### src/rtl/srb_pkg.sv
package srb_pkg;
    typedef enum logic [2:0] {
        PH_IDLE,
        PH_DEV,
        PH_WORD,
        PH_WDAT,
        PH_RDAT,
        PH_SKIP
    } phase_e;
endpackage

### src/rtl/srb_sync.sv
module srb_sync #(
    parameter int STAGES = 2
) (
    input  logic clk,
    input  logic rst_n,
    input  logic scl_i,
    input  logic sda_i,
    output logic sda_o,
    output logic scl_rise_o,
    output logic scl_fall_o,
    output logic start_o,
    output logic stop_o
);
    typedef struct packed {
        logic [STAGES-1:0] scl;
        logic [STAGES-1:0] sda;
        logic              scl_p;
        logic              sda_p;
    } sync_t;

    sync_t q, d;
    logic  s_scl, s_sda;

    assign s_scl = q.scl[STAGES-1];
    assign s_sda = q.sda[STAGES-1];

    always_comb begin
        d       = q;
        d.scl   = {q.scl[STAGES-2:0], scl_i};
        d.sda   = {q.sda[STAGES-2:0], sda_i};
        d.scl_p = s_scl;
        d.sda_p = s_sda;
    end

    always_ff @(posedge clk or negedge rst_n) begin
        if (!rst_n) q <= '1;
        else        q <= d;
    end

    assign sda_o      = s_sda;
    assign scl_rise_o = s_scl & ~q.scl_p;
    assign scl_fall_o = ~s_scl & q.scl_p;
    assign start_o    = s_scl & q.scl_p & q.sda_p & ~s_sda;
    assign stop_o     = s_scl & q.scl_p & ~q.sda_p & s_sda;
endmodule

### src/rtl/srb_link.sv
module srb_link
    import srb_pkg::*;
#(
    parameter logic [6:0] DEV_ADDR = 7'h51,
    parameter int         AW       = 4
) (
    input  logic          clk,
    input  logic          rst_n,
    input  logic          sda_s_i,
    input  logic          rise_i,
    input  logic          fall_i,
    input  logic          start_i,
    input  logic          stop_i,
    input  logic [7:0]    rd_byte_i,
    output logic          sda_oe_o,
    output logic [AW-1:0] ptr_o,
    output logic          wr_en_o,
    output logic [AW-1:0] wr_addr_o,
    output logic [7:0]    wr_data_o,
    output logic          cap_o,
    output phase_e        phase_o
);
    typedef struct packed {
        phase_e        ph;
        logic [3:0]    bits;
        logic          slot;
        logic          mack;
        logic [7:0]    sh;
        logic [7:0]    tx;
        logic          oe;
        logic [AW-1:0] ptr;
        logic          wr;
        logic [AW-1:0] waddr;
        logic [7:0]    wdata;
        logic          cap;
    } link_t;

    link_t q, d;

    always_comb begin
        d     = q;
        d.wr  = 1'b0;
        d.cap = 1'b0;
        if (start_i) begin
            d.ph   = PH_DEV;
            d.bits = '0;
            d.slot = 1'b0;
            d.oe   = 1'b0;
        end else if (stop_i) begin
            d.ph   = PH_IDLE;
            d.bits = '0;
            d.slot = 1'b0;
            d.oe   = 1'b0;
        end else if (q.ph != PH_IDLE) begin
            if (rise_i) begin
                if (!q.slot) begin
                    d.sh   = {q.sh[6:0], sda_s_i};
                    d.bits = q.bits + 4'd1;
                end else begin
                    d.mack = sda_s_i;
                end
            end
            if (fall_i) begin
                if (q.slot) begin
                    d.slot = 1'b0;
                    d.oe   = 1'b0;
                    d.bits = '0;
                    if (q.ph == PH_RDAT) begin
                        if (q.mack) begin
                            d.ph = PH_SKIP;
                        end else begin
                            d.tx = rd_byte_i;
                            d.oe = ~rd_byte_i[7];
                        end
                    end
                end else if (q.bits == 4'd8) begin
                    d.slot = 1'b1;
                    d.mack = 1'b0;
                    unique case (q.ph)
                        PH_DEV: begin
                            if (q.sh[7:1] == DEV_ADDR) begin
                                d.oe = 1'b1;
                                if (q.sh[0]) begin
                                    d.ph  = PH_RDAT;
                                    d.cap = 1'b1;
                                end else begin
                                    d.ph = PH_WORD;
                                end
                            end else begin
                                d.ph = PH_SKIP;
                            end
                        end
                        PH_WORD: begin
                            d.oe  = 1'b1;
                            d.ptr = q.sh[AW-1:0];
                            d.ph  = PH_WDAT;
                        end
                        PH_WDAT: begin
                            d.oe    = 1'b1;
                            d.wr    = 1'b1;
                            d.waddr = q.ptr;
                            d.wdata = q.sh;
                            d.ptr   = q.ptr + 1'b1;
                        end
                        PH_RDAT: begin
                            d.oe  = 1'b0;
                            d.ptr = q.ptr + 1'b1;
                        end
                        default: d.oe = 1'b0;
                    endcase
                end else if (q.ph == PH_RDAT && q.bits != 4'd0) begin
                    d.tx = {q.tx[6:0], 1'b0};
                    d.oe = ~q.tx[6];
                end
            end
        end
    end

    always_ff @(posedge clk or negedge rst_n) begin
        if (!rst_n) begin
            q    <= '0;
            q.ph <= PH_IDLE;
        end else begin
            q <= d;
        end
    end

    assign sda_oe_o  = q.oe;
    assign ptr_o     = q.ptr;
    assign wr_en_o   = q.wr;
    assign wr_addr_o = q.waddr;
    assign wr_data_o = q.wdata;
    assign cap_o     = q.cap;
    assign phase_o   = q.ph;
endmodule

### src/rtl/srb_regs.sv
module srb_regs #(
    parameter int         NREG      = 16,
    parameter int         CNT_LO    = 1,
    parameter int         CNT_HI    = 7,
    parameter int         MASK_BIT  = 3,
    parameter int         YEAR_LOC  = 5,
    parameter logic [7:0] YEAR_MASK = 8'hC0,
    parameter int         WDAY_LOC  = 6,
    parameter logic [7:0] WDAY_MASK = 8'hE0,
    localparam int        AW        = $clog2(NREG),
    localparam int        NCNT      = CNT_HI - CNT_LO + 1,
    localparam int        LW        = $clog2(CNT_HI + 1)
) (
    input  logic              clk,
    input  logic              rst_n,
    input  logic              wr_en_i,
    input  logic [AW-1:0]     wr_addr_i,
    input  logic [7:0]        wr_data_i,
    input  logic              ld_en_i,
    input  logic [LW-1:0]     ld_idx_i,
    input  logic [7:0]        ld_data_i,
    input  logic              cap_i,
    input  logic [AW-1:0]     rd_addr_i,
    output logic [7:0]        rd_byte_o,
    output logic [7:0]        ctrl_o,
    output logic [NCNT*8-1:0] counters_o,
    output logic [NCNT*8-1:0] snap_o
);
    typedef struct packed {
        logic [NREG-1:0][7:0] mem;
        logic [NCNT-1:0][7:0] snap;
    } regs_t;

    regs_t      q, d;
    logic [7:0] raw;

    always_comb begin
        d = q;
        if (ld_en_i && int'(ld_idx_i) >= CNT_LO && int'(ld_idx_i) <= CNT_HI)
            d.mem[AW'(ld_idx_i)] = ld_data_i;
        if (wr_en_i)
            d.mem[wr_addr_i] = wr_data_i;
        if (cap_i) begin
            for (int i = 0; i < NCNT; i++)
                d.snap[i] = q.mem[CNT_LO + i];
        end
    end

    always_ff @(posedge clk or negedge rst_n) begin
        if (!rst_n) q <= '0;
        else        q <= d;
    end

    always_comb begin
        raw = q.mem[rd_addr_i];
        for (int i = 0; i < NCNT; i++) begin
            if (rd_addr_i == AW'(CNT_LO + i)) raw = q.snap[i];
        end
        rd_byte_o = raw;
        if (q.mem[0][MASK_BIT]) begin
            if (rd_addr_i == AW'(YEAR_LOC)) rd_byte_o = raw & ~YEAR_MASK;
            if (rd_addr_i == AW'(WDAY_LOC)) rd_byte_o = raw & ~WDAY_MASK;
        end
    end

    assign ctrl_o = q.mem[0];
    assign snap_o = q.snap;

    for (genvar g = 0; g < NCNT; g++) begin : g_cnt
        assign counters_o[8*g +: 8] = q.mem[CNT_LO + g];
    end
endmodule

### src/rtl/srb_bank.sv
module srb_bank
    import srb_pkg::*;
#(
    parameter logic [6:0] DEV_ADDR    = 7'h51,
    parameter int         NREG        = 16,
    parameter int         CNT_LO      = 1,
    parameter int         CNT_HI      = 7,
    parameter int         SYNC_STAGES = 2,
    localparam int        AW          = $clog2(NREG),
    localparam int        NCNT        = CNT_HI - CNT_LO + 1,
    localparam int        LW          = $clog2(CNT_HI + 1)
) (
    input  logic              clk,
    input  logic              rst_n,
    input  logic              scl_i,
    input  logic              sda_i,
    output logic              sda_oe_o,
    input  logic              ld_en_i,
    input  logic [LW-1:0]     ld_idx_i,
    input  logic [7:0]        ld_data_i,
    output logic [7:0]        ctrl_o,
    output logic [NCNT*8-1:0] counters_o
);
    logic              sda_s, scl_rise, scl_fall, bus_start, bus_stop;
    logic [7:0]        rd_byte;
    logic [AW-1:0]     ptr;
    logic              wr_en;
    logic [AW-1:0]     wr_addr;
    logic [7:0]        wr_data;
    logic              cap;
    phase_e            phase;
    logic [NCNT*8-1:0] snap;

    srb_sync #(.STAGES(SYNC_STAGES)) u_sync (
        .clk        (clk),
        .rst_n      (rst_n),
        .scl_i      (scl_i),
        .sda_i      (sda_i),
        .sda_o      (sda_s),
        .scl_rise_o (scl_rise),
        .scl_fall_o (scl_fall),
        .start_o    (bus_start),
        .stop_o     (bus_stop)
    );

    srb_link #(.DEV_ADDR(DEV_ADDR), .AW(AW)) u_link (
        .clk       (clk),
        .rst_n     (rst_n),
        .sda_s_i   (sda_s),
        .rise_i    (scl_rise),
        .fall_i    (scl_fall),
        .start_i   (bus_start),
        .stop_i    (bus_stop),
        .rd_byte_i (rd_byte),
        .sda_oe_o  (sda_oe_o),
        .ptr_o     (ptr),
        .wr_en_o   (wr_en),
        .wr_addr_o (wr_addr),
        .wr_data_o (wr_data),
        .cap_o     (cap),
        .phase_o   (phase)
    );

    srb_regs #(.NREG(NREG), .CNT_LO(CNT_LO), .CNT_HI(CNT_HI)) u_regs (
        .clk        (clk),
        .rst_n      (rst_n),
        .wr_en_i    (wr_en),
        .wr_addr_i  (wr_addr),
        .wr_data_i  (wr_data),
        .ld_en_i    (ld_en_i),
        .ld_idx_i   (ld_idx_i),
        .ld_data_i  (ld_data_i),
        .cap_i      (cap),
        .rd_addr_i  (ptr),
        .rd_byte_o  (rd_byte),
        .ctrl_o     (ctrl_o),
        .counters_o (counters_o),
        .snap_o     (snap)
    );
endmodule

### config.mk
export PLATFORM = sky130hd
export DESIGN_NAME = srb_bank
export DESIGN_NICKNAME = d
export VERILOG_FILES = /design/src/rtl/srb_pkg.sv /design/src/rtl/srb_sync.sv /design/src/rtl/srb_link.sv /design/src/rtl/srb_regs.sv /design/src/rtl/srb_bank.sv
export SDC_FILE = /design/constraint.sdc
export NUM_CORES = 1
export LEC_CHECK = 0
export ABC_AREA = 1
export CAP_MARGIN = 30
export CELL_PAD_IN_SITES_DETAIL_PLACEMENT = 1
export CELL_PAD_IN_SITES_GLOBAL_PLACEMENT = 1
export CORE_ASPECT_RATIO = 0.75
export CORE_MARGIN = 8
export CORE_UTILIZATION = 41
export CTS_CLUSTER_SIZE = 24
export DETAILED_ROUTE_END_ITERATION = 12
export DONT_BUFFER_PORTS = 1
export GPL_TIMING_DRIVEN = 0
export PLACE_DENSITY_LB_ADDON = 0.1
export SETUP_SLACK_MARGIN = 0.4
export SYNTH_ARGS = -nofsm -noshare
export SYNTH_HDL_FRONTEND = slang
export SYNTH_SLANG_ARGS = --single-unit
### constraint.sdc
create_clock -name clk -period 4.23 [get_ports clk]
set_input_delay 0.2115 -clock clk [delete_from_list [all_inputs] [get_ports clk]]
set_output_delay 0.2115 -clock clk [all_outputs]
set_load 0.01 [all_outputs]
# [Word-level counts from Yosys, hierarchy flattened]
# Index checks and enable logic that the tools add are counted.
[totals] n_memories=0 in_bits=16 romBits=0 ff_bits=234 mem_bits_rw=0 latch_bits=0 output_inout_bits=65
[classes] n_div=0 n_mul=0 n_mux=60 shifts=0 n_bitwise=16 add_sub_neg=2 order_cmp=6 n_eq_ne=19 reduce_logical=23
[op_table] cell="bitwise mux 128 bit" count=2
[op_table] cell="2-to-1 mux 128 bit" count=2
[op_table] cell="2-to-1 mux 8 bit" count=17
[op_table] cell="2-to-1 mux 9 bit" count=6
[op_table] cell="2-to-1 mux 44 bit" count=1
[op_table] cell="2-to-1 mux 18 bit" count=2
[op_table] cell="binary-select mux 8 bit (select 4 bit)" count=1
[op_table] cell="demux 8 bit (select 4 bit)" count=1
[op_table] cell="2-to-1 mux 14 bit" count=2
[op_table] cell="2-to-1 mux 27 bit" count=1
[op_table] cell="demux 8 bit (select 3 bit)" count=1
[op_table] cell="2-to-1 mux 3 bit" count=6
[op_table] cell="equality test 4 x 3 -> 1 bit, second input constant" count=4
[op_table] cell="AND reduction 7 bit" count=2
[op_table] cell="2-to-1 mux 13 bit" count=1
[op_table] cell="2-to-1 mux 4 bit" count=3
[op_table] cell="< comparator 4 x 5 -> 1 bit, second input constant" count=2
[op_table] cell="2-to-1 mux 1 bit" count=10
[op_table] cell="nonzero test 5 bit" count=2
[op_table] cell="NOT 1 bit" count=9
[op_table] cell="nonzero test 3 bit" count=3
[op_table] cell="adder 4 x 1 -> 4 bit, second input constant" count=2
[op_table] cell="equality test 4 x 2 -> 1 bit, second input constant" count=2
[op_table] cell="inequality test 4 bit, second input constant" count=2
[op_table] cell="other kinds (27)" count=42

# [Logic depth before layout (Yosys ltp)]
# Gate-level depths: netlist of the first run.
[depth] ltp_word=20 mapped_depth=22 mapped_depth_nobuf=21

# [By module]
# A second synthesis of the first run with hierarchy kept.
[hier_totals] hier_cells=1606 area_unflattened_um2=12786.0
[modules_own_cells] module="srb_regs" area_each_um2=10179.8 n_inst=1 cells_each=1306 seq_area_each_um2=4604.4
[modules_own_cells] module="srb_link" area_each_um2=2407.3 n_inst=1 cells_each=283 seq_area_each_um2=1076.0
[modules_own_cells] module="srb_sync" area_each_um2=198.9 n_inst=1 cells_each=17 seq_area_each_um2=157.7

# [Worst setup path after synthesis of the first run]
# OpenSTA, ideal clock, no wires.
[synth_path] path_kind="register -> register" startpoint="register u_link.q, in the netlist u_link.ptr_o[0]" endpoint="register u_link.q, in the netlist u_link.sda_oe_o" period_less_slack_ns=2.065 stages_incl_launch_ff=23 slack_ns=2.165 t_arrival_ns=1.948 required_time_ns=4.113 path_buffers=2 cell_sequence="dfrtp_1 > inv_2 > buf_6 > buf_2 > ha_1 > inv_1 > nor2_8 > inv_2 > o21ai_2 > inv_2 > nand2_1 > nand2_1 > nand2_1 > nand2_1 > nand2_1 > nand2_1 > nand2_1 > nand2_1 > nand2_1 > nand2_1 > nand2_1 > nand2_1 > nand2_1"
[synth_via] elab_chain_cells=20 elab_cells_between_ends=27
[synth_lines] element="start, declared" line_no="srb_link.sv:38" rtl="link_t q, d;"
[synth_lines] element="binary-select mux 8 bit (select 4 bit)" line_no="srb_regs.sv:55" rtl="raw = q.mem[rd_addr_i];"
[synth_lines] element="2-to-1 mux 8 bit (implied by the code)" line_no="srb_regs.sv:55"
[synth_lines] element="2-to-1 mux 8 bit (7 in series)" line_no="srb_regs.sv:57" rtl="if (rd_addr_i == AW'(CNT_LO + i)) raw = q.snap[i];"
[synth_lines] element="2-to-1 mux 8 bit" line_no="srb_regs.sv:61" rtl="if (rd_addr_i == AW'(YEAR_LOC)) rd_byte_o = raw & ~YEAR_MASK;"
[synth_lines] element="2-to-1 mux 8 bit" line_no="srb_regs.sv:62" rtl="if (rd_addr_i == AW'(WDAY_LOC)) rd_byte_o = raw & ~WDAY_MASK;"
[synth_lines] element="2-to-1 mux 8 bit (*)" line_no="srb_regs.sv:60" rtl="if (q.mem[0][MASK_BIT]) begin"
[synth_lines] element="NOT 1 bit (*)" line_no="srb_link.sv:73" rtl="d.oe = ~rd_byte_i[7];"
[synth_lines] element="2-to-1 mux 9 bit (*)" line_no="srb_link.sv:69" rtl="if (q.mack) begin"
[synth_lines] element="2-to-1 mux 9 bit (*)" line_no="srb_link.sv:68" rtl="if (q.ph == PH_RDAT) begin"
[synth_lines] element="2-to-1 mux 9 bit (*)" line_no="srb_link.sv:64" rtl="if (q.slot) begin"
[synth_lines] element="2-to-1 mux 27 bit (*)" line_no="srb_link.sv:63" rtl="if (fall_i) begin"
[synth_lines] element="2-to-1 mux 44 bit (*)" line_no="srb_link.sv:54" rtl="end else if (q.ph != PH_IDLE) begin"
[synth_lines] element="2-to-1 mux 1 bit (*)" line_no="srb_link.sv:49" rtl="end else if (stop_i) begin"
[synth_lines] element="2-to-1 mux 1 bit (*)" line_no="srb_link.sv:44" rtl="if (start_i) begin"
# Mark *: on every way between the ends. The rest lies on a longest branch, timed or not. The select of a mux whose other input is x is not followed.
# A chain may end at the register's enable or synchronous reset.

# [Final worst setup path of the first run]
[layout_path] startpoint="register u_link.q, in the netlist u_link.ptr_o[1]" endpoint="register u_link.q[24] (netlist bit)"
[layout_via] elab_chain_cells=15 elab_cells_between_ends=22
[layout_lines] element="binary-select mux 8 bit (select 4 bit)" line_no="srb_regs.sv:55"
[layout_lines] element="2-to-1 mux 8 bit (implied by the code)" line_no="srb_regs.sv:55"
[layout_lines] element="2-to-1 mux 8 bit (7 in series)" line_no="srb_regs.sv:57"
[layout_lines] element="2-to-1 mux 8 bit" line_no="srb_regs.sv:61"
[layout_lines] element="2-to-1 mux 8 bit" line_no="srb_regs.sv:62"
[layout_lines] element="2-to-1 mux 8 bit (*)" line_no="srb_regs.sv:60"
[layout_lines] element="2-to-1 mux 9 bit (*)" line_no="srb_link.sv:69"
[layout_lines] element="2-to-1 mux 9 bit (*)" line_no="srb_link.sv:68"
[layout_lines] element="2-to-1 mux 9 bit (*)" line_no="srb_link.sv:64"
# Marked as above.

==> results.ini, run 1 <==
[synth]
synth_fp_nets = 1581
synth_top_family_by_area = simple AND/OR/NAND/NOR gates
synthFlopType = dfrtp_1
ys_types = 39
yosysMostFrequentCell = nand2_1
synth-edff-count = 0
synth_seq_cells = 233
synth_top_area_frac = 0.469
synth_xor_area_frac = 0.00144
seq_area_frac_synth = 0.482
synth_cells = 1559
syn_area_sq_mm = 0.0121
async_reset_ff_frac = 1.00
synth_common_cells = nand2_1 (364), o21ai_0 (264), dfrtp_1 (227), inv_1 (170), nor2_1 (123)
synth_area_leaders = dfrtp_1 (47%), nand2_1 (11%), o21ai_0 (11%), inv_1 (5.3%), a21oi_1 (4.3%)
yosysWarningCount = 0
yosysTopAreaCell = dfrtp_1
avgSynthCellArea_sq_um = 7.78
synthAdderAreaFrac = 0.00619
synth_mux_area_frac = 0.00743
yosys.area_share.simple = 0.189
synth-compound-area-share = 0.188

[die]
die_h_um = 165
rows = 54
core-area_sq_mm = 0.0291
initial_utilization = 0.416
die_area_sq_mm = 0.0354
die_x_um = 215
ios = 81

[timing]
skew_ns = 0.0154
rsz0062_at_grt = no
worst_slack_ns = 1.24
setup-violations-final = 0
max_slew_margin = 0.265
tightest_slew_ns = 1.10
whs_ns = -0.634
finalHoldViolations = 233
setup_tns_ns = 0
period_share = 0.706
min_period_ns = 2.99
fmax_mhz = 335
slew_viol_final = 0

[pwr]
p_leak_nw = 6.32
combPwrFrac = 0.110
vdd_drop_max_mv = 0.272
switching_share = 0.279
p_per_area_mw_per_mm2 = 397
intPower_mw = 3.86
power_frac_seq = 0.483
clkPwrFrac = 0.407
switching_power_mw = 1.50

[global_routing]
first_global_vias = 11236
grt_use_total = 0.267
gr-total-overflow = 0
grt_max_degree = 234
grt_first_pass_wirelength_um = 71800
antenna_found_initial = 0

[detailed_routing]
vias_per_cell = 5.56
post_drt_wl_per_cell_um = 23.6
vias = 11143
drt-total-wl_um = 47200
first_pass_iters = 5
first_iter_violations = 962
drc = 0
drtAntennaViolNets = 0

[layout]
drive_gt1_frac = 0.105
final_area_sq_mm = 0.0135
syn_to_final_growth_pct = 11.4
layout.nets = 1619

[min_path]
hp-class = input port to asynchronous set/reset pin

[worst_setup_path]
path_cells = buf_4 > inv_2 > buf_2 > ha_1 > nand2_2 > inv_2 > buf_2 > a21oi_1 > nand3_1 > nand2_1 > nand2_1 > nand2_1 > nand2_1 > nand2_1 > nand2_1 > nand2_1 > nand2_1 > nand2_1 > a21oi_1
critPathMaxFanout = 11
endpoint_kind = flop
start_kind = flop
path_class = flop to flop
path_common_cell = nand2_1
crit_required_ns = 4.70
critPathMaxStageDelay_ns = 0.41
slowest_stage = dfrtp_1
cp.arrival_ns = 3.45

[clock_network]
post_cts_resized = 0
htreeDepth = 1
insertion_delay_ns = 0.55
clkSinkCount = 233
cts_hold_buf = 10
post-cts-setup-buffer-count = 0
cts_tree = built
cts_made_buffers = 26
clockBufferDepth = 3
clkTransAtPathRegs_ns = 0.06
cts_root_buffer = clkbuf_16

[run_status]
violations = negative hold slack
status = finished, violations left

[place]
place_hpwl_um = 34200
place_area_sq_mm = 0.0126
dpl_worst_slack_ns = 1.34
io_buffers = 0
gp_congestion = 0.933

[run]
cap_violations = 0

[logic make-up (layout without fill, tap and decap cells)]
family,count (synthesis),after routing
simple gates,566,566
compound gates,428,428
buf+inv,316,369
flops,233,233
mux,8,8
fa+ha+maj,6,6
xor+xnor,2,2
other cells,0,1
[worst max-delay path, delay by kind of cell (launching register included)]
kind	cells	cell delay, ns
AO/OA/AOI/OAI	2	0.24
adder cells (fa/ha/maj)	1	0.27
buffers and inverters	5	1.07
flip-flops	1	0.41
AND/OR/NAND/NOR	11	0.89
[state kept, by name, summed over array words and instances (netlist names), 4 cells and up]
signal,flops
u_regs.snap_o,56
u_link.wr_data_o,8
u_link.q,21
u_regs.ctrl_o,8
u_link.ptr_o,4
u_regs.counters_o,56
u_link.wr_addr_o,4
u_regs.q,64
[path summary, 6_finish.rpt]
kind	start	endpoint	slack, ns	cells after the start
max	u_link.ptr_o[1]	u_link.q[24]	1.24	19
min	rst_n	u_regs.snap_o[6]	-0.63	0
max reg2reg	u_link.ptr_o[1]	u_link.q[24]	1.24	19
min reg2reg	u_sync.d[5]	u_sync.d[1]	0.35	0
max in group asynchronous	rst_n	u_sync.q[0]	4.42	0
min in group clk	ld_data_i[7]	u_regs.counters_o[47]	0.06	4
[layout by cell type, fill, tap and decap left out, types with 8 or more instances in the layout]
cell type and count:
nor2_1 123, mux2_2 8, buf_4 67, nor3_1 12
o211ai_1 16, o21ai_1 15, a21oi_1 103, dlygate4sd3_1 10
inv_1 170, buf_6 8, clkbuf_1 51, o21ai_0 264
nand3_1 49, dfrtp_1 227, buf_2 17, clkbuf_16 26
inv_2 9, nand2_1 364
[stage by stage]
stage | std cells | hold slack [ns] | power (mW) | utilization
global route | 2004 | -0.653 | 5.57 | 0.464
global placement | 1951 | -0.0721 | 3.18 | 0.433
detailed placement | 1951 | -0.0767 | 3.19 | 0.433
finish | 2005 | -0.634 | 5.36 | 0.464
CTS | 2004 | -0.657 | 5.40 | 0.464
floorplan | 1559 | -0.0841 | 2.96 | -
[per-layer routing]
layer,GRT usage,wire [um],vias to the layer above
li1,-,-,5068
met1,0.380,21900,5617
met2,0.412,20700,367
met3,0.0377,2980,91
met4,0.0917,1630,0
met5,0,0,-
[power groups by stage]
stage | logic (mW) | registers (mW) | clock network [mW]
after CTS | 0.588 | 2.58 | 2.23
final | 0.588 | 2.59 | 2.18
after detailed placement | 0.572 | 2.62 | 0
after floorplan | 0.453 | 2.51 | 0
after global placement | 0.557 | 2.62 | 0
after global routing | 0.651 | 2.60 | 2.32
[layout make-up]
class | instances | area [sq um]
Clock buffer | 38 | 726
Fill cell | 3622 | 15600
Tap cell | 392 | 490
Timing Repair Buffer | 10 | 100
Buffer | 135 | 851
Clock inverter | 5 | 63.8
Antenna cell | 1 | 2.50
Sequential cell | 233 | 5840
Multi-Input combinational cell | 1010 | 4750
Inverter | 181 | 682
Power figures use the tool's default switching activity.
==> run 2, diff against run 1 <==
==> constraint.sdc (replaced) <==
create_clock -name clk -period 2.5 [get_ports clk]
set_input_delay 0.125 -clock clk [delete_from_list [all_inputs] [get_ports clk]]
set_output_delay 0.125 -clock clk [all_outputs]
set_load 0.01 [all_outputs]
==> run 2 against run 1 <==
  * The run still ends with negative hold slack left
  * Clock power increased by 70%
  * Core utilization up 4.1 points
  * Register-to-register slack lost 1.1 ns
  * Via count grew 3.2%
  * Highest routed layer unchanged
  * Cell area up 8.9%
  * Worst setup slack worse by 1.1 ns
  * Wire length is 4.8% higher
  * Die area is the same
  * Clock skew is 0.0031 ns lower
  * Largest cell class unchanged
  * Combinational power is 77% higher
  * Critical path type unchanged
  * Maximum frequency rose by 28%
  * Non-clock buffer count rose by 47
==> results.ini, run 2 (synthesis results as in run 1) <==
[worst_setup_path]
path_common_cell = nand2_2
cp-startpoint = u_link.ptr_o[0]
r2r_setup_slack_ns = 0.17  ; -1.08 ns
cp.depth = 17  ; -2
r2r_end = u_link.q[23]
reg2reg_from = u_link.ptr_o[0]
crit_required_ns = 2.99  ; -1.71 ns
r2r_cells = 17  ; -2
start_kind = flop
cp.arrival_ns = 2.82  ; -0.63 ns
path_class = flop to flop
critPathMaxFanout = 8  ; -3
endpoint_kind = flop
crit_family = simple AND/OR/NAND/NOR gates
path_cells = inv_4 > buf_12 > buf_12 > nor2_2 > o211ai_1 > nand3_2 > nand3_2 > nand3_2 > nand3_2 > nand2_2 > nand2_2 > nand2_2 > nand2_2 > nand2_2 > nand2_2 > nand2_2 > nand2_1
worst-path-buf-inv = 3  ; -2
critPathMaxStageDelay_ns = 0.48  ; +0.07 ns
slowest_stage = dfrtp_2
crit_path_end = u_link.q[23]

[global_routing]
grt_use_total = 0.271  ; +0.00424
grtUsageMet3 = 0.0432  ; +0.00549
grt_first_pass_wirelength_um = 73100  ; +1.9%
use_met2 = 0.417  ; +0.00477
antenna_found_initial = 1  ; +1
first_global_vias = 11571  ; +3.0%
busiest_layer = met2
grt_max_degree = 234  ; unchanged
gr-total-overflow = 0  ; unchanged
global_route.usage.met1 = 0.381  ; +0.000598

[pwr]
vdd_drop_max_mv = 0.462  ; +70%
p_leak_nw = 6.81  ; +7.8%
p_total_mw = 9.14  ; +70%
p_per_area_mw_per_mm2 = 621  ; +57%

[timing]
skew_ns = 0.0123  ; -0.00314 ns
max_slew_margin = 0.320  ; +0.0551
whs_ns = -0.724  ; -0.0901 ns
min_period_ns = 2.33  ; -0.654 ns
fmax_mhz = 429  ; +28%
finalHoldViolations = 233  ; unchanged
period_share = 0.933  ; +0.227
setup_tns_ns = 0  ; unchanged
rsz0062_at_grt = yes
slew_viol_final = 0  ; unchanged
setup-violations-final = 0  ; unchanged
tightest_slew_ns = 1.02  ; -0.0827 ns

[die]
rows = 54  ; unchanged
die_h_um = 165  ; unchanged
initial_utilization = 0.416  ; unchanged
die_area_sq_mm = 0.0354  ; unchanged
core-area_sq_mm = 0.0291  ; unchanged
ios = 81  ; unchanged
die_x_um = 215  ; unchanged

[layout]
insertedDiodeCount = 0  ; -1
final_common_cell = nand2_1
syn_to_final_growth_pct = 21.3
drive_gt1_frac = 0.209  ; +0.104
largest_reg_flops = 64  ; unchanged
layout_common_cells = nand2_1 (311), o21ai_0 (245), dfrtp_1 (226)
fillers = 3548  ; -2.0%
regMostFlops = u_regs.q
layout.nets = 1666  ; +2.9%

[clock_network]
cts_hold_buf = 11  ; +1
cts_tree = built
cts_root_buffer = clkbuf_16
htreeDepth = 1  ; unchanged
clockBufferDepth = 3  ; unchanged
cts_made_buffers = 26  ; unchanged
clkTransAtPathRegs_ns = 0.07  ; about the same
insertion_delay_ns = 0.56  ; about the same
clkSinkCount = 233  ; unchanged

[detailed_routing]
first_pass_iters = 5  ; unchanged
first_iter_violations = 930  ; -3.3%
drc = 0  ; unchanged
drt-total-wl_um = 49500  ; +4.8%
vias = 11497  ; +3.2%
drtAntennaViolNets = 0  ; unchanged
post_drt_wl_per_cell_um = 24.1  ; +2.4%
vias_per_cell = 5.61  ; +0.86%

[place]
gp_congestion = 0.933  ; unchanged
io_buffers = 0  ; unchanged
place_hpwl_um = 34200  ; unchanged

[min_path]
hp-class = input port to asynchronous set/reset pin

[run_status]
violations = negative hold slack
status = finished, violations left

[run]
cap_violations = 0  ; unchanged

## run 2: changes by cell type in the layout (fill, tap and decap cells not counted), moves of 7 or more
cell | previous run | this run
nor2_1 | 123 | 103
nor2_2 | 4 | 16
nand2_2 | 3 | 53
o21ai_0 | 264 | 245
buf_4 | 67 | 109
nor2_4 | 2 | 10
a21oi_1 | 103 | 96
buf_2 | 17 | 5
nand3_1 | 49 | 23
o21ai_1 | 15 | 28
nand3_2 | 0 | 24
nand2_1 | 364 | 311
buf_12 | 0 | 13
## run 2: layout make-up
type	count	area [sq um]	area share
buffer	135	1020	0.0694
clock buffer	38	726	0.0494
clock inverter	5	63.8	0.00434
inverter	181	702	0.0477
multi-input combinational	1010	5260	0.357
sequential	233	5840	0.397
tap	392	490	0.0334
timing repair buffer	57	606	0.0412
## run 2: metrics by stage
step | area, sq um | cells | hold slack [ns] | util | setup WS, ns
2_1_floorplan | 12100 | 1559 | -0.171 | - | 0.435
3_3_place_gp | 12600 | 1951 | -0.159 | 0.433 | -0.300
3_5_place_dp | 12600 | 1951 | -0.163 | 0.433 | -0.394
4_1_cts | 14200 | 2033 | -0.743 | 0.487 | 0.210
5_1_grt | 14700 | 2051 | -0.739 | 0.505 | 0.0816
6_report | 14700 | 2051 | -0.724 | 0.505 | 0.169
## run 2: power by group
part           total, mW  internal (mW)  switching (mW)  leakage [nW]
registers           4.39           4.01           0.378          3.11
clock network       3.71           2.10            1.61         0.382
logic               1.04          0.439           0.597          3.32
total               9.14           6.55            2.58          6.81
## run 2: worst min-delay path by stage
| stage | from | end | slack, ns | cells after the start |
|---|---|---|---|---|
| 6_report | rst_n | u_regs.snap_o[6] | -0.72 | 0 |
| 4_1_cts | rst_n | u_regs.snap_o[2] | -0.74 | 0 |
| 3_5_place_dp | rst_n | u_regs.snap_o[2] | -0.16 | 0 |
| 5_1_grt | rst_n | u_regs.snap_o[6] | -0.74 | 0 |
| 2_1_floorplan | rst_n | u_link.cap_o | -0.17 | 0 |
| 3_3_place_gp | rst_n | u_regs.snap_o[6] | -0.16 | 0 |
## run 2: worst register-to-register path, cell delays in order (launching register included)
cell and delay (ns):
dfrtp_2 0.48, inv_4 0.12, buf_12 0.16, buf_12 0.14, nor2_2 0.04, o211ai_1 0.30
nand3_2 0.19, nand3_2 0.14, nand3_2 0.08, nand3_2 0.06, nand2_2 0.05, nand2_2 0.09
nand2_2 0.08, nand2_2 0.09, nand2_2 0.05, nand2_2 0.07, nand2_2 0.05, nand2_1 0.06
## run 2: repair_timing
| item | CTS | global route |
|---|---|---|
| setup buffers | 27 | 12 |
| hold endpoints to repair | 257 | 233 |
| cloned | 1 | 6 |
| endpoints found under the setup margin | 66 | 85 |
| resized for setup | 131 | 95 |
| pin swaps | 40 | 49 |
## run 2: per-layer routing
layer / share of wire / wire length, um / vias to the layer above
met5: 0 / 0 / -
met1: 0.45 / 22300 / 5834
li1: - / - / 5161
met3: 0.065 / 3240 / 125
met2: 0.44 / 21800 / 377
met4: 0.044 / 2180 / 0
